===== config.mk =====
export PLATFORM = sky130hd
export DESIGN_NAME = irq_aggregator
export DESIGN_NICKNAME = d
export VERILOG_FILES = /design/src/rtl/irqagg_pkg.sv /design/src/rtl/irqagg_chan.sv /design/src/rtl/irqagg_rdmux.sv /design/src/rtl/irq_aggregator.sv
export SDC_FILE = /design/constraint.sdc
export NUM_CORES = 1
export LEC_CHECK = 0
export ABC_AREA = 0
export CORE_MARGIN = 4
export CORE_UTILIZATION = 40
export CTS_CLUSTER_SIZE = 8
export DETAILED_ROUTE_END_ITERATION = 6
export SYNTH_ARGS = -nofsm -noshare
export SYNTH_HDL_FRONTEND = slang
export SYNTH_SLANG_ARGS = --single-unit

===== constraint.sdc =====
create_clock -name clk -period 8.7 [get_ports clk]
set_input_delay 2.61 -clock clk [delete_from_list [all_inputs] [get_ports clk]]
set_output_delay 2.61 -clock clk [all_outputs]
set_load 0.02 [all_outputs]

===== src/rtl/irqagg_pkg.sv =====
package irqagg_pkg;
   localparam int RX_DONE_BIT = 2;

   typedef enum logic {
      REG_ENABLE = 1'b0,
      REG_STATUS = 1'b1
   } reg_sel_e;
endpackage


===== src/rtl/irqagg_chan.sv =====
module irqagg_chan
   import irqagg_pkg::*;
#(
   parameter int EVT_W = 15
) (
   input  logic             clk,
   input  logic             rst_n,
   input  logic             wr_hit,
   input  reg_sel_e         sel,
   input  logic [EVT_W-1:0] wdata,
   input  logic [EVT_W-1:0] evt,
   input  logic             rx_req,
   output logic [EVT_W-1:0] en_q,
   output logic [EVT_W-1:0] st_q,
   output logic             gbit_q,
   output logic             kick_q
);
   logic             en_w, clr_w, raise;
   logic [EVT_W-1:0] clr_mask, st_kept, st_nxt;

   always_comb begin
      en_w     = wr_hit && (sel == REG_ENABLE);
      clr_w    = wr_hit && (sel == REG_STATUS);
      clr_mask = clr_w ? wdata : '0;
      st_kept  = (st_q & ~clr_mask) | evt;
      raise    = |evt;
      st_nxt   = raise ? (st_kept & en_q) : st_kept;
   end

   always_ff @(posedge clk or negedge rst_n) begin
      if (!rst_n) begin
         en_q   <= '0;
         st_q   <= '0;
         gbit_q <= 1'b0;
         kick_q <= 1'b0;
      end else begin
         if (en_w) en_q <= wdata;
         st_q <= st_nxt;
         if (raise && (|st_nxt))
            gbit_q <= 1'b1;
         else if (clr_w && (st_nxt == '0))
            gbit_q <= 1'b0;
         kick_q <= clr_w && wdata[RX_DONE_BIT] && st_q[RX_DONE_BIT] && rx_req;
      end
   end

   AST_MASK_AFTER_RAISE: assert property (@(posedge clk) disable iff (!rst_n)
      (|evt) |=> ((st_q & ~$past(en_q)) == '0));

   AST_EVT_SETS_GBIT: assert property (@(posedge clk) disable iff (!rst_n)
      (|(evt & en_q)) |=> gbit_q);

   AST_CLR_DROPS: assert property (@(posedge clk) disable iff (!rst_n)
      (clr_w && (evt == '0) && ((st_q & ~wdata) == '0)) |=> !gbit_q);

   AST_EVT_WINS: assert property (@(posedge clk) disable iff (!rst_n)
      (|(evt & en_q)) |=> ((st_q & $past(evt & en_q)) == $past(evt & en_q)));

   AST_KICK_CAUSE: assert property (@(posedge clk) disable iff (!rst_n)
      kick_q |-> $past(clr_w && wdata[RX_DONE_BIT] && st_q[RX_DONE_BIT] && rx_req));
endmodule


===== src/rtl/irqagg_rdmux.sv =====
module irqagg_rdmux #(
   parameter int NUM_CH = 4,
   parameter int EVT_W  = 15,
   parameter int DATA_W = 16,
   parameter int CH_AW  = 2
) (
   input  logic                    glb_sel,
   input  logic [CH_AW-1:0]        ch_idx,
   input  logic                    st_sel,
   input  logic [NUM_CH*EVT_W-1:0] en_all,
   input  logic [NUM_CH*EVT_W-1:0] st_all,
   input  logic [NUM_CH-1:0]       gbits,
   output logic [DATA_W-1:0]       rdata
);
   always_comb begin
      rdata = '0;
      if (glb_sel) begin
         rdata = DATA_W'(gbits);
      end else begin
         for (int c = 0; c < NUM_CH; c++) begin
            if (ch_idx == CH_AW'(c))
               rdata = st_sel ? DATA_W'(st_all[c*EVT_W +: EVT_W])
                              : DATA_W'(en_all[c*EVT_W +: EVT_W]);
         end
      end
   end
endmodule


===== src/rtl/irq_aggregator.sv =====
module irq_aggregator
   import irqagg_pkg::*;
#(
   parameter int NUM_CH = 4,
   parameter int EVT_W  = 15,
   parameter int DATA_W = 16,
   localparam int CH_AW  = (NUM_CH > 1) ? $clog2(NUM_CH) : 1,
   localparam int ADDR_W = CH_AW + 2
) (
   input  logic                    clk,
   input  logic                    rst_n,
   input  logic                    wr_en,
   input  logic [ADDR_W-1:0]       addr,
   input  logic [DATA_W-1:0]       wdata,
   output logic [DATA_W-1:0]       rdata,
   input  logic [NUM_CH*EVT_W-1:0] evt,
   input  logic [NUM_CH-1:0]       rx_req,
   output logic [NUM_CH-1:0]       rx_kick,
   output logic                    irq
);
   if (EVT_W <= RX_DONE_BIT) begin : g_bad_evt
      $error("EVT_W must cover the receive-done bit");
   end
   if (DATA_W < EVT_W || DATA_W < NUM_CH) begin : g_bad_data
      $error("DATA_W must hold EVT_W and NUM_CH bits");
   end
   if (DATA_W > EVT_W) begin : g_hi
      logic unused_wdata_hi;
      assign unused_wdata_hi = ^wdata[DATA_W-1:EVT_W];
   end

   logic                    glb_sel, st_sel;
   logic [CH_AW-1:0]        ch_idx;
   reg_sel_e                sel;
   logic [NUM_CH*EVT_W-1:0] en_all, st_all;
   logic [NUM_CH-1:0]       gbits;

   assign glb_sel = addr[ADDR_W-1];
   assign ch_idx  = addr[CH_AW:1];
   assign st_sel  = addr[0];
   assign sel     = reg_sel_e'(addr[0]);

   for (genvar c = 0; c < NUM_CH; c++) begin : g_ch
      logic hit;
      assign hit = wr_en && !glb_sel && (ch_idx == CH_AW'(c));
      irqagg_chan #(.EVT_W(EVT_W)) u_chan (
         .clk    (clk),
         .rst_n  (rst_n),
         .wr_hit (hit),
         .sel    (sel),
         .wdata  (wdata[EVT_W-1:0]),
         .evt    (evt[c*EVT_W +: EVT_W]),
         .rx_req (rx_req[c]),
         .en_q   (en_all[c*EVT_W +: EVT_W]),
         .st_q   (st_all[c*EVT_W +: EVT_W]),
         .gbit_q (gbits[c]),
         .kick_q (rx_kick[c])
      );
   end

   irqagg_rdmux #(
      .NUM_CH(NUM_CH), .EVT_W(EVT_W), .DATA_W(DATA_W), .CH_AW(CH_AW)
   ) u_rdmux (
      .glb_sel (glb_sel),
      .ch_idx  (ch_idx),
      .st_sel  (st_sel),
      .en_all  (en_all),
      .st_all  (st_all),
      .gbits   (gbits),
      .rdata   (rdata)
   );

   assign irq = |gbits;

   AST_GLB_WRITE_NO_CLEAR: assert property (@(posedge clk) disable iff (!rst_n)
      (wr_en && glb_sel && (evt == '0)) |=> (gbits == $past(gbits)));
endmodule


==> results of run 1 <==
==> report_power, final <==
group / internal (mW) / switching, mW / total (mW)
Clock: 0.437 / 0.251 / 0.687
Sequential: 0.715 / 0.0928 / 0.807
Combinational: 0.230 / 0.213 / 0.442
==> Yosys cell counts (2+ instances only) <==
library cell  instances  area [µm²]
dfrtp_1             128        3200
mux2_1               38         428
nor2_1               35         131
inv_1                33         124
a41oi_1              28         245
o32ai_1              28         245
nand2_1              27         101
mux4_2               24         541
a31oi_1              21         131
mux2_2               19         214
nand2b_1             19         119
o22a_2               19         190
buf_2                18        90.1
nor3_1               18        90.1
a21oi_1              12        60.1
mux2i_1              12         120
nor4_1               12        75.1
nor4b_1              12         105
buf_4                11        82.6
nor4_2                9         113
o21ai_0               9        45.0
o22ai_1               9        56.3
and4_1                8        70.1
nand3_1               8        40.0
a2bb2oi_1             7        61.3
clkbuf_1              6        22.5
o22a_1                6        52.6
a32oi_1               4        35.0
o21ai_1               4        20.0
o31a_1                4        35.0
buf_6                 3        33.8
nor4_4                3        63.8
nor2b_1               2        12.5
==> per-stage QoR <==
step           power [mW]  setup WS [ns]   util  hold WS (ns)  cells
4_1_cts              1.95           1.05  0.508         0.518    939
2_1_floorplan        1.07           2.12      -         0.471    609
3_3_place_gp         1.23           1.04  0.474         0.489    907
6_report             1.94           1.04  0.508         0.517    939
5_1_grt              2.02          0.898  0.508         0.543    939
3_5_place_dp         1.25           1.04  0.474         0.499    907
==> metal layers <==
layer / track usage / vias up
met5: 0 / -
met4: 0.0734 / 0
met3: 0.0499 / 37
met2: 0.363 / 259
met1: 0.309 / 2981
li1: - / 2593
==> worst reg2reg max path: cells and delay by family, from the launching register on <==
kind	cells	cell delay [ns]
compound gates	3	0.54
flops	1	0.40
simple gates	1	0.51
==> cells by family after synthesis <==
| group | after synthesis |
|---|---|
| AO/OA/AOI/OAI | 152 |
| buffers and inverters | 72 |
| flip-flops | 128 |
| multiplexers | 93 |
| other | 1 |
| AND/OR/NAND/NOR | 163 |
==> how the worst min path moves through the flow <==
stage	start	endpoint	cells after the start
floorplan	g_ch[0].u_chan.en_q[2]$_DFFE_PN0P_	g_ch[0].u_chan.en_q[2]$_DFFE_PN0P_	2
global route	g_ch[3].u_chan.en_q[0]$_DFFE_PN0P_	g_ch[3].u_chan.en_q[0]$_DFFE_PN0P_	1
detailed placement	g_ch[0].u_chan.en_q[2]$_DFFE_PN0P_	g_ch[0].u_chan.en_q[2]$_DFFE_PN0P_	2
global placement	g_ch[1].u_chan.en_q[2]$_DFFE_PN0P_	g_ch[1].u_chan.en_q[2]$_DFFE_PN0P_	2
CTS	g_ch[0].u_chan.en_q[2]$_DFFE_PN0P_	g_ch[0].u_chan.en_q[2]$_DFFE_PN0P_	2
finish	g_ch[0].u_chan.en_q[7]$_DFFE_PN0P_	g_ch[0].u_chan.en_q[7]$_DFFE_PN0P_	1
==> registers in the layout, indices dropped and copies added (netlist names) <==
signal              flops
g_ch.u_chan.gbit_q      4
g_ch.u_chan.st_q       60
g_ch.u_chan.en_q       60
g_ch.u_chan.kick_q      4
==> cell type report <==
type | count | area [µm²]
Multi-Input combinational cell | 409 | 3510
Clock buffer | 27 | 523
Inverter | 34 | 128
Tap cell | 225 | 282
Clock inverter | 5 | 50.0
Fill cell | 1519 | 8520
Timing Repair Buffer | 111 | 1080
Sequential cell | 128 | 3200
==> impl_metrics.toml, run 1 <==
[outcome]
outcome = "finished, final reports clean"

[logic_synthesis]
ys_ff_latch = 128
synth_edf_count = 0
synthAdderAreaFrac = 0
yosysSeqAreaShare = 0.453
ys_types = 46
syn_area_mm2 = 0.00707
synthCells = 609
ys.flop_type = "dfrtp_1"
yosys_warnings = 0
synthXorXnorAreaFrac = 0
synth-compound-area-share = 0.168
synthArstFlopShare = 1.00
synth_nets = 696
synthMuxAreaShare = 0.184
synth_top_family_by_area = "multiplexers"
synth-simple-area-share = 0.144
syn_area_per_cell_um2 = 11.6

[cells_and_area]
finish.net_count = 788
final_cell_mix = "dfrtp_1 (128), clkdlybuf4s50_1 (102), mux2_1 (38)"
syn2layout_area_growth_pct = 24.2
final_layout_size_suffix_gt1_frac = 0.165
diodes = 0
design_area_mm2 = 0.00878
mostFrequentLayoutCell = "dfrtp_1"

[clock_tree]
clk_latency_ns = 0.42
hold_buffers = 0
cts.path.max_buffers = 2
postCtsSetupBuffers = 0
cts_tree = "built"
cts.sinks = 128
ctsResizeCount = 0
cts_root_buf = "clkbuf_16"
h-tree-depth = 4
cts_buffers = 17
clk_pin_slew_ns = 0.05

[sta]
skew_ns = 0.00623
setup_viol = 0
max_freq_mhz = 131
rsz0062_at_grt = "no"
max_slew.worst_pin.slew_ns = 1.15
slew_headroom = 0.236
period_share = 0.881
hold_violations = 0
setup-tns-final_ns = 0
final_max_slew_viol_count = 0
fin_crit_ns = 7.66

[placed_design]
dpl_cell_area_mm2 = 0.00821
gp_congestion = 0.877
dp_hpwl_mm = 16.7
io_buffers = 105

[detailed_routing]
top_layer_used = "met4"
wire_per_inst_um = 23.7
dr.first_iter.drc_count = 528
wl_met3_mm = 1.50
via_per_inst = 6.25
wirelength_mm = 22.2
num_vias = 5870
firstDrtPassIters = 5
wl_met2_mm = 10.7
remaining_drc_errors = 0
wl_met1_mm = 9.48
ant_nets = 0

[setup_path]
r2r_slack_ns = 7.12
startpoint_type = "input port"
slowest_delay_ns = 0.62
cp-startpoint = "addr[2]"
critical_path_cell_count = 7
worst-path-buf-inv = 2
endpoint = "rdata[3]"
cp_max_fo = 12
endpoint_kind = "primary output"
cp_slowest_cell = "clkdlybuf4s50_1"
crit-reg2reg-launch = "g_ch[1].u_chan.en_q[13]$_DFFE_PN0P_"
arrival_ns = 5.05
path_cells = "clkdlybuf4s50_1 > nand2b_1 > o22ai_1 > o21ai_1 > o221ai_1 > mux2_2 > clkdlybuf4s50_1"
reg2regPathDepth = 4
crit_top_cell = "clkdlybuf4s50_1"
critPathKind = "input port to primary output"
reg2reg_to = "g_ch[1].u_chan.gbit_q$_DFFE_PN0P_"
cp_top_family = "buffers and inverters"
cp.required_ns = 6.09

[die]
ioPinCount = 108
dieArea_mm2 = 0.0199
die_h_um = 141
core-area_mm2 = 0.0173
row_count = 48
die_x_um = 141
initial_core_util = 0.409

[global_routing]
grt_pass1_vias = 5962
antenna_found_initial = 0
grt-ovfl-total = 0
grt_max_degree = 89
grt.total_usage = 0.227
grt_pass1_wl_mm = 34.4

[min_path]
hold_class = "flop to flop"

[power]
ir_drop_v = 0.000150
leakage_nw = 3.53
power_density_mw_per_mm2 = 221

[flow_run]
maxCapViolations = 0
Power figures use the tool's default switching activity.
==> inputs of run 2 (changes only) <==
--- a/config.mk
+++ b/config.mk
@@ -12,2 +12,3 @@
 export DETAILED_ROUTE_END_ITERATION = 6
+export HOLD_SLACK_MARGIN = 0.12
 export SYNTH_ARGS = -nofsm -noshare
--- a/constraint.sdc
+++ b/constraint.sdc
@@ -3,2 +3,2 @@
 set_output_delay 2.61 -clock clk [all_outputs]
-set_load 0.02 [all_outputs]
+set_load 0.01 [all_outputs]
==> run 2 against run 1 <==
- sequential power about the same
- register-to-register slack worse by 0.02 ns
- die area unchanged
- maximum frequency down 1.4%
- global-route usage up 0.11 points
- routed wire length up 1.4%
- combinational power down 0.9%
- cell area up 0.31%
==> impl_metrics.toml, run 2 (synthesis results as in run 1) <==
[cells_and_area]
fillerInstances = 1546
syn2layout_area_growth_pct = 24.6
mostFrequentLayoutCell = "dfrtp_1"
final_layout_size_suffix_gt1_frac = 0.168
top_regs = "g_ch.u_chan.en_q: 60 flops, g_ch.u_chan.st_q: 60 flops"
finish.net_count = 788
final_cell_mix = "dfrtp_1 (128), clkdlybuf4s50_1 (102), mux2_1 (38)"

[clock_tree]
cts_buffers = 17
hold_buffers = 0
h-tree-depth = 4
clk_pin_slew_ns = 0.05
cts.sinks = 128
clk_latency_ns = 0.42
cts_root_buf = "clkbuf_16"
cts_tree = "built"
ctsResizeCount = 0
cts.path.max_buffers = 2
postCtsSetupBuffers = 0

[setup_path]
cp.required_ns = 6.09
cp_slowest_cell = "clkdlybuf4s50_1"
arrival_ns = 5.16
cp_max_fo = 16
critPathKind = "input port to primary output"
slowest_delay_ns = 0.77
worst-path-buf-inv = 2
path_cells = "clkdlybuf4s50_1 > or2_1 > o22ai_1 > nor3_1 > a21oi_1 > clkdlybuf4s50_1"
cp_top_family = "buffers and inverters"
endpoint_kind = "primary output"
crit_top_cell = "clkdlybuf4s50_1"
startpoint_type = "input port"

[global_routing]
grt.total_usage = 0.228
antenna_found_initial = 0
grt_pass1_vias = 6091
grt_max_degree = 69
grt-ovfl-total = 0
grt_pass1_wl_mm = 34.7

[detailed_routing]
via_per_inst = 6.22
remaining_drc_errors = 0
dr.first_iter.drc_count = 574
num_vias = 5845
wire_per_inst_um = 24.0
ant_nets = 0
wirelength_mm = 22.6
firstDrtPassIters = 7

[placed_design]
io_buffers = 105
dp_hpwl_mm = 16.8
gp_congestion = 0.898

[sta]
skew_ns = 0.00565
rsz0062_at_grt = "no"
slew_headroom = 0.343
setup_viol = 0
fin_crit_ns = 7.77
period_share = 0.893
max_freq_mhz = 129
max_slew.worst_pin.slew_ns = 0.986
hold_violations = 0
setup-tns-final_ns = 0
final_max_slew_viol_count = 0

[power]
p_total_mw = 1.97
power.internal_mw = 1.41
comb_power_share = 0.222
leakage_nw = 3.53
seqPwrFrac = 0.408
ir_drop_v = 0.000150
power_density_mw_per_mm2 = 224
switching_power_mw = 0.567
switching_share = 0.287
pwr-share-clk = 0.370

[die]
dieArea_mm2 = 0.0199
die_x_um = 141
core-area_mm2 = 0.0173
ioPinCount = 108
initial_core_util = 0.409
row_count = 48
die_h_um = 141

[outcome]
outcome = "finished, final reports clean"

[min_path]
hold_class = "flop to flop"

[flow_run]
maxCapViolations = 0
-- run 2: power by group through the flow --
stage                     Sequential [mW]  Clock, mW  Combinational [mW]
final                               0.806      0.730               0.438
after global routing                0.819      0.764               0.477
after CTS                           0.803      0.734               0.437
after detailed placement            0.811          0               0.435
after global placement              0.805          0               0.420
after floorplan                     0.775          0               0.283
-- run 2: final timing paths --
kind	slack [ns]	to	start	cells after the start
worst max-delay path	0.93	rdata[0]	addr[2]	6
worst min-delay path	0.51	g_ch[1].u_chan.en_q[2]$_DFFE_PN0P_	g_ch[1].u_chan.en_q[2]$_DFFE_PN0P_	2
worst max register to register	7.10	g_ch[1].u_chan.gbit_q$_DFFE_PN0P_	g_ch[1].u_chan.en_q[12]$_DFFE_PN0P_	4
worst min register to register	0.51	g_ch[1].u_chan.en_q[2]$_DFFE_PN0P_	g_ch[1].u_chan.en_q[2]$_DFFE_PN0P_	2
max in group asynchronous	4.99	g_ch[0].u_chan.en_q[9]$_DFFE_PN0P_	rst_n	2
min in group asynchronous	2.28	g_ch[3].u_chan.en_q[10]$_DFFE_PN0P_	rst_n	1
-- run 2: stage by stage --
step,hold slack [ns],util,instances,area (µm²),setup slack [ns]
after floorplan,0.471,-,609,7070,2.24
after global placement,0.490,0.474,907,8210,0.978
after detailed placement,0.499,0.474,907,8210,0.931
after CTS,0.511,0.509,939,8800,0.927
after global routing,0.547,0.509,939,8800,0.789
final,0.511,0.509,940,8810,0.933
-- run 2: final cells by class --
class                   instances  area [µm²]  area share
multi-input cells             409        3510       0.399
flip-flops and latches        128        3200       0.364
repair buffers                111        1080       0.123
clock buffers                  21         460      0.0523
well taps                     225         282      0.0320
clock inverters                11         138      0.0156
inverters                      34         128      0.0145
diodes                          1        2.50    0.000284
-- run 2: worst register-to-register path, cell delays in order (launching register included) --
cell	delay (ns)
dfrtp_1	0.39
a41oi_1	0.26
o32ai_1	0.14
nor4_1	0.51
a32oi_1	0.17
-- run 2: layer usage --
metal / up-vias / wire [µm] / track usage
li1: 2596 / - / -
met1: 2973 / 9490 / 0.300
met2: 237 / 11000 / 0.372
met3: 39 / 1520 / 0.0461
met4: 0 / 591 / 0.0898
met5: - / 0 / 0
